[config.mk]
export PLATFORM = sky130hd
export DESIGN_NAME = mac_slice
export DESIGN_NICKNAME = d
export VERILOG_FILES = /design/src/rtl/mac_slice_pkg.sv /design/src/rtl/mac_stage_reg.sv /design/src/rtl/mac_front.sv /design/src/rtl/mac_post.sv /design/src/rtl/mac_slice.sv
export SDC_FILE = /design/constraint.sdc
export NUM_CORES = 2
export LEC_CHECK = 0
export ABC_AREA = 1
export ABC_CLOCK_PERIOD_IN_PS = 8430
export BUFFER_PORTS_ARGS = -buffer_cell sky130_fd_sc_hd__buf_2
export CORE_UTILIZATION = 55
export DETAILED_ROUTE_END_ITERATION = 6
export GPL_TIMING_DRIVEN = 0
export HOLD_SLACK_MARGIN = 0.08
export PLACE_DENSITY = 0.89
export SLEW_MARGIN = 20
export SYNTH_ARGS = -nofsm -noshare
export SYNTH_HDL_FRONTEND = slang
export SYNTH_SLANG_ARGS = --single-unit
[constraint.sdc]
create_clock -name clk -period 8.43 [get_ports clk]
set_input_delay 1.686 -clock clk [delete_from_list [all_inputs] [get_ports clk]]
set_output_delay 1.686 -clock clk [all_outputs]
set_load 0.02 [all_outputs]
[src/rtl/mac_slice_pkg.sv]
package mac_slice_pkg;

    localparam int OPW   = 18;
    localparam int PRODW = 2 * OPW;
    localparam int PW    = 48;
    localparam int EXTW  = PW - PRODW;

    typedef enum logic [1:0] {
        ZSEL_NONE = 2'b00,
        ZSEL_C    = 2'b01,
        ZSEL_ACC  = 2'b10,
        ZSEL_CASC = 2'b11
    } zsel_e;

    typedef enum logic [1:0] {
        PRE_PASS  = 2'b00,
        PRE_SUM   = 2'b01,
        PRE_DIFF  = 2'b10,
        PRE_PASS2 = 2'b11
    } pre_e;

    typedef struct packed {
        logic [OPW-1:0] a;
        logic [OPW-1:0] d;
        logic [OPW-1:0] b;
        logic [PW-1:0]  c;
        zsel_e          op;
        pre_e           pre;
        logic           cin;
    } in_stage_t;

    typedef struct packed {
        logic [PRODW-1:0] prod;
        logic [PW-1:0]    c;
        zsel_e            op;
        logic             cin;
    } mul_stage_t;

    function automatic logic [PW-1:0] sext_prod(input logic [PRODW-1:0] p);
        return {{EXTW{p[PRODW-1]}}, p};
    endfunction

    function automatic logic [OPW-1:0] pre_combine(input pre_e sel,
                                                   input logic [OPW-1:0] a,
                                                   input logic [OPW-1:0] d);
        logic [OPW-1:0] r;
        case (sel)
            PRE_SUM:  r = d + a;
            PRE_DIFF: r = d - a;
            default:  r = a;
        endcase
        return r;
    endfunction

endpackage

[src/rtl/mac_stage_reg.sv]
module mac_stage_reg #(
    parameter int W  = 8,
    parameter bit EN = 1'b1
) (
    input  logic         clk,
    input  logic         rst,
    input  logic         ce,
    input  logic [W-1:0] d,
    output logic [W-1:0] q
);
    generate
        if (EN) begin : g_reg
            logic [W-1:0] r;
            always_ff @(posedge clk) begin
                if (rst)
                    r <= '0;
                else if (ce)
                    r <= d;
            end
            assign q = r;
        end else begin : g_wire
            assign q = d;
        end
    endgenerate
endmodule

[src/rtl/mac_front.sv]
module mac_front
    import mac_slice_pkg::*;
(
    input  in_stage_t  s,
    output mul_stage_t m
);
    logic [OPW-1:0]          pre;
    logic signed [PRODW-1:0] wide_pre;
    logic signed [PRODW-1:0] wide_b;

    always_comb begin
        pre      = pre_combine(s.pre, s.a, s.d);
        wide_pre = PRODW'($signed(pre));
        wide_b   = PRODW'($signed(s.b));
        m.prod   = wide_pre * wide_b;
        m.c      = s.c;
        m.op     = s.op;
        m.cin    = s.cin;
    end
endmodule

[src/rtl/mac_post.sv]
module mac_post
    import mac_slice_pkg::*;
(
    input  mul_stage_t    m,
    input  logic [PW-1:0] p_cur,
    input  logic [PW-1:0] casc,
    output logic [PW-1:0] p_nxt,
    output logic          cout_nxt
);
    logic [PW-1:0] z;
    logic [PW:0]   sum;

    always_comb begin
        case (m.op)
            ZSEL_C:    z = m.c;
            ZSEL_ACC:  z = p_cur;
            ZSEL_CASC: z = casc;
            default:   z = '0;
        endcase
        sum      = {1'b0, z} + {1'b0, sext_prod(m.prod)} + {{PW{1'b0}}, m.cin};
        p_nxt    = sum[PW-1:0];
        cout_nxt = sum[PW];
    end
endmodule

[src/rtl/mac_slice.sv]
module mac_slice
    import mac_slice_pkg::*;
#(
    parameter bit IN_REG  = 1'b1,
    parameter bit MUL_REG = 1'b1
) (
    input  logic          clk,
    input  logic          rst,
    input  logic          ce_in,
    input  logic          ce_mul,
    input  logic          ce_out,
    input  logic [17:0]   a_in,
    input  logic [17:0]   d_in,
    input  logic [17:0]   b_in,
    input  logic [47:0]   c_in,
    input  logic [47:0]   cas_in,
    input  logic [1:0]    op_in,
    input  logic [1:0]    pre_in,
    input  logic          carry_in,
    output logic [47:0]   p_out,
    output logic          carry_out,
    output logic [47:0]   cas_out
);
    localparam int IN_W  = $bits(in_stage_t);
    localparam int MUL_W = $bits(mul_stage_t);

    in_stage_t     in_raw, in_q;
    mul_stage_t    mul_raw, mul_q;
    logic [PW-1:0] p_reg, p_nxt;
    logic          cout_reg, cout_nxt;

    always_comb begin
        in_raw.a   = a_in;
        in_raw.d   = d_in;
        in_raw.b   = b_in;
        in_raw.c   = c_in;
        in_raw.op  = zsel_e'(op_in);
        in_raw.pre = pre_e'(pre_in);
        in_raw.cin = carry_in;
    end

    mac_stage_reg #(.W(IN_W), .EN(IN_REG)) u_in_stage (
        .clk(clk), .rst(rst), .ce(ce_in), .d(in_raw), .q(in_q)
    );

    mac_front u_front (.s(in_q), .m(mul_raw));

    mac_stage_reg #(.W(MUL_W), .EN(MUL_REG)) u_mul_stage (
        .clk(clk), .rst(rst), .ce(ce_mul), .d(mul_raw), .q(mul_q)
    );

    mac_post u_post (
        .m(mul_q), .p_cur(p_reg), .casc(cas_in),
        .p_nxt(p_nxt), .cout_nxt(cout_nxt)
    );

    always_ff @(posedge clk) begin
        if (rst) begin
            p_reg    <= '0;
            cout_reg <= 1'b0;
        end else if (ce_out) begin
            p_reg    <= p_nxt;
            cout_reg <= cout_nxt;
        end
    end

    assign p_out     = p_reg;
    assign carry_out = cout_reg;
    assign cas_out   = p_reg;
endmodule

==> results.sh <==
export IMPL_cts_buffers=28
export IMPL_h_tree_depth=1
export IMPL_path_class="register to register"
export IMPL_yosysMostFrequentCell="inv_1"
export IMPL_yosys_top_cells_area="fa_1, dfxtp_1, inv_1, nand2_1, nor2_1"
export IMPL_clkTransAtPathRegs_ps=60
export IMPL_worstSetupEndpointType="register"
export IMPL_die_x_um=228
export IMPL_cellPowerDensity_nw_per_um2=409
export IMPL_fin_nets=5050
export IMPL_vdd_drop_max_mv=0.659
export IMPL_dpl_worst_slack_ps=-998
export IMPL_fmax_ghz=0.120
export IMPL_cts_tree="yes"
export IMPL_max_cap_viol_count=0
export IMPL_rows=82
export IMPL_n_antenna_cell=0
export IMPL_period_needed_ps=8350
export IMPL_place_congestion=1.06
export IMPL_endpoint="u_mul_stage.q[80]"
export IMPL_slew_headroom_pct=30.8
export IMPL_maxUsedRoutingLayer="met5"
export IMPL_final_util_pct=63.3
export IMPL_ys_types=40
export IMPL_drt_iter0_drc=3425
export IMPL_io_buffer_count=253
export IMPL_r2r_start="u_in_stage.q[89]"
export IMPL_drc_errors=15
export IMPL_grt_pass1_wl_um=148000
export IMPL_worst_slack_ps=83.2
export IMPL_cts_buffer_depth=3
export IMPL_final_antenna_net_count=0
export IMPL_reg2reg_depth=45
export IMPL_grt_pass1_vias=26800
export IMPL_final_area_um2=31800
export IMPL_r2r_slack_ps=80
export IMPL_worst_pin_slew_ps=1040
export IMPL_start_util_pct=55.8
export IMPL_overflow=0
export IMPL_start_kind="register"
export IMPL_synth_cells=4099
export IMPL_cp_startpoint="u_in_stage.q[89]"
export IMPL_yosys_area_top_type="fa_1"
export IMPL_async_reset_ff_share_pct=0
export IMPL_grt_max_degree=16
export IMPL_fin_crit_sh_pct=99.0
export IMPL_worstSkewPairLatency_ps=620
export IMPL_slowest_stage="fa_2"
export IMPL_crit_path_max_incr_delay_ps=660
export IMPL_setup_violations=0
export IMPL_critPathMaxFanout=10
export IMPL_drive_above_1_share_pct=11.8
export IMPL_hold_class="register to register"
export IMPL_worst_r2r_endpoint="u_mul_stage.q[80]"
export IMPL_rsz0062_at_grt="true"
export IMPL_setup_tns_ps=0
export IMPL_violations="design-rule violations"
export IMPL_status="complete, but fails checks"
export IMPL_place_area_um2=30200
export IMPL_ys_flop_type="dfxtp_1"
export IMPL_dieHeight_um=228
export IMPL_cts_hold_buffers=0
export IMPL_crit_top_cell="inv_1"
export IMPL_hpwl_um=79100
export IMPL_cts_num_sinks=243
export IMPL_post_drt_wl_per_cell_um=19.0
export IMPL_synth_warnings=0
export IMPL_clock_skew_ps=19.7
export IMPL_finalWirelength_um=96900
export IMPL_syn_area_um2=28100
export IMPL_drv_slew=0
export IMPL_die_area_um2=51900
export IMPL_synth_common_cells="inv_1, nand2_1, nor2_1"
export IMPL_wl_met2_um=41400
export IMPL_area_delta_synth_final_pct=13.3
export IMPL_p_leak_uw=0.0167
export IMPL_worstPathArrival_ps=8900
export IMPL_cts_root_buf="clkbuf_16"
export IMPL_first_pass_iters=7
export IMPL_grtUsageTotal_pct=36.7
export IMPL_antenna_found_initial=3
export IMPL_io_pins=257
export IMPL_seq_area_frac_synth_pct=17.3
export IMPL_vias=28400
export IMPL_synth_top_area_share_pct=23.3
export IMPL_core_um2=50300
export IMPL_m1WireLength_um=37800
export IMPL_synth_nets=4745
export IMPL_crit_required_ps=8980
export IMPL_finalHoldViolCount=0
export IMPL_hold_slack_ps=479
export IMPL_viasPerCell=5.58
export IMPL_met3_length_um=12800
export IMPL_synth_avg_cell_area_um2=6.85
export IMPL_synth_seq_cells=243
export IMPL_synth_edf_count=0
## placed cells by master (no fill, tap or decap), types with 10 or more instances in the layout
cell	n
a21oi_1	190
a21oi_2	12
buf_1	11
buf_2	259
buf_4	75
clkbuf_1	121
clkbuf_16	28
dfxtp_1	241
fa_1	323
ha_1	149
inv_1	812
inv_2	18
nand2_1	794
nand2_2	20
nand3_1	209
nand3b_1	10
nand4_1	30
nor2_1	594
nor2_2	11
nor2_4	13
nor3_1	14
o211ai_1	48
o21ai_0	235
o21ai_1	18
o21bai_1	11
xnor2_1	16
xor2_1	54
## report_power, final
part / total (µW) / internal, µW / leakage, µW / switching [µW]
Sequential: 1440 / 1300 / 0.00202 / 139
Clock: 1300 / 734 / 0.000459 / 563
Combinational: 10300 / 3610 / 0.0142 / 6640
Total: 13000 / 5650 / 0.0167 / 7340
## kinds of logic after synthesis
| kind of cell | count (synthesis) | synth area share (%) |
|---|---|---|
| DFF | 243 | 17.3 |
| adders and majority gates | 486 | 30.4 |
| buffers and inverters | 1035 | 14.6 |
| xor gates and xnor gates | 71 | 2.22 |
| and+or+nand+nor | 1724 | 25.1 |
| AOI/OAI and AO/OA | 540 | 10.4 |
## stage by stage
step	total power (µW)	instances
after floorplan	7900	4099
after global placement	9970	5024
after detailed placement	10200	5024
after CTS	11700	5080
after global routing	14100	5095
final	13000	5095
## how the worst min path moves through the flow
stage | endpoint | startpoint | slack [ps] | depth (start not counted)
floorplan | u_in_stage.q[1] | u_in_stage.q[1] | 440 | 2
global placement | u_mul_stage.q[7] | u_in_stage.q[9] | 460 | 2
detailed placement | u_mul_stage.q[7] | u_in_stage.q[9] | 470 | 2
CTS | u_mul_stage.q[7] | u_in_stage.q[9] | 480 | 2
global route | u_mul_stage.q[8] | u_in_stage.q[10] | 500 | 2
finish | u_mul_stage.q[7] | u_in_stage.q[9] | 480 | 2
## routing by layer
layer | track usage, % | up-vias
met5 | 0 | -
met4 | 15.8 | 2
met3 | 9.70 | 311
met2 | 55.2 | 1735
met1 | 49.7 | 13300
li1 | - | 13100
## worst max-delay path, delay by kind of cell, from the launching register on
family,cells,cell delay [ps]
AO/OA/AOI/OAI,4,570
buffers and inverters,11,1020
XOR/XNOR,1,160
flip-flops,1,350
adder cells (fa/ha/maj),8,3670
AND/OR/NAND/NOR,21,2490
## state kept, by name, summed over array words and instances, names as in the netlist
register,cells
u_mul_stage.q,87
u_in_stage.q,107
cas_out,48
carry_out,1
## cell type report
type / count / area (µm²)
Buffer: 193 / 955
Clock buffer: 35 / 757
Clock inverter: 14 / 198
Fill cell: 4473 / 18500
Inverter: 841 / 3180
Multi-Input combinational cell: 2821 / 19500
Sequential cell: 243 / 4870
Tap cell: 672 / 841
Timing Repair Buffer: 276 / 1470
## what timing repair did
item                       in CTS  in global routing
setup endpoints to repair      14                 22
resized for setup              24                112
pin swaps                       5                 18
buffers inserted                8                 15
gates cloned                    0                  0
Note: power is estimated with default switching activity, not from simulation.
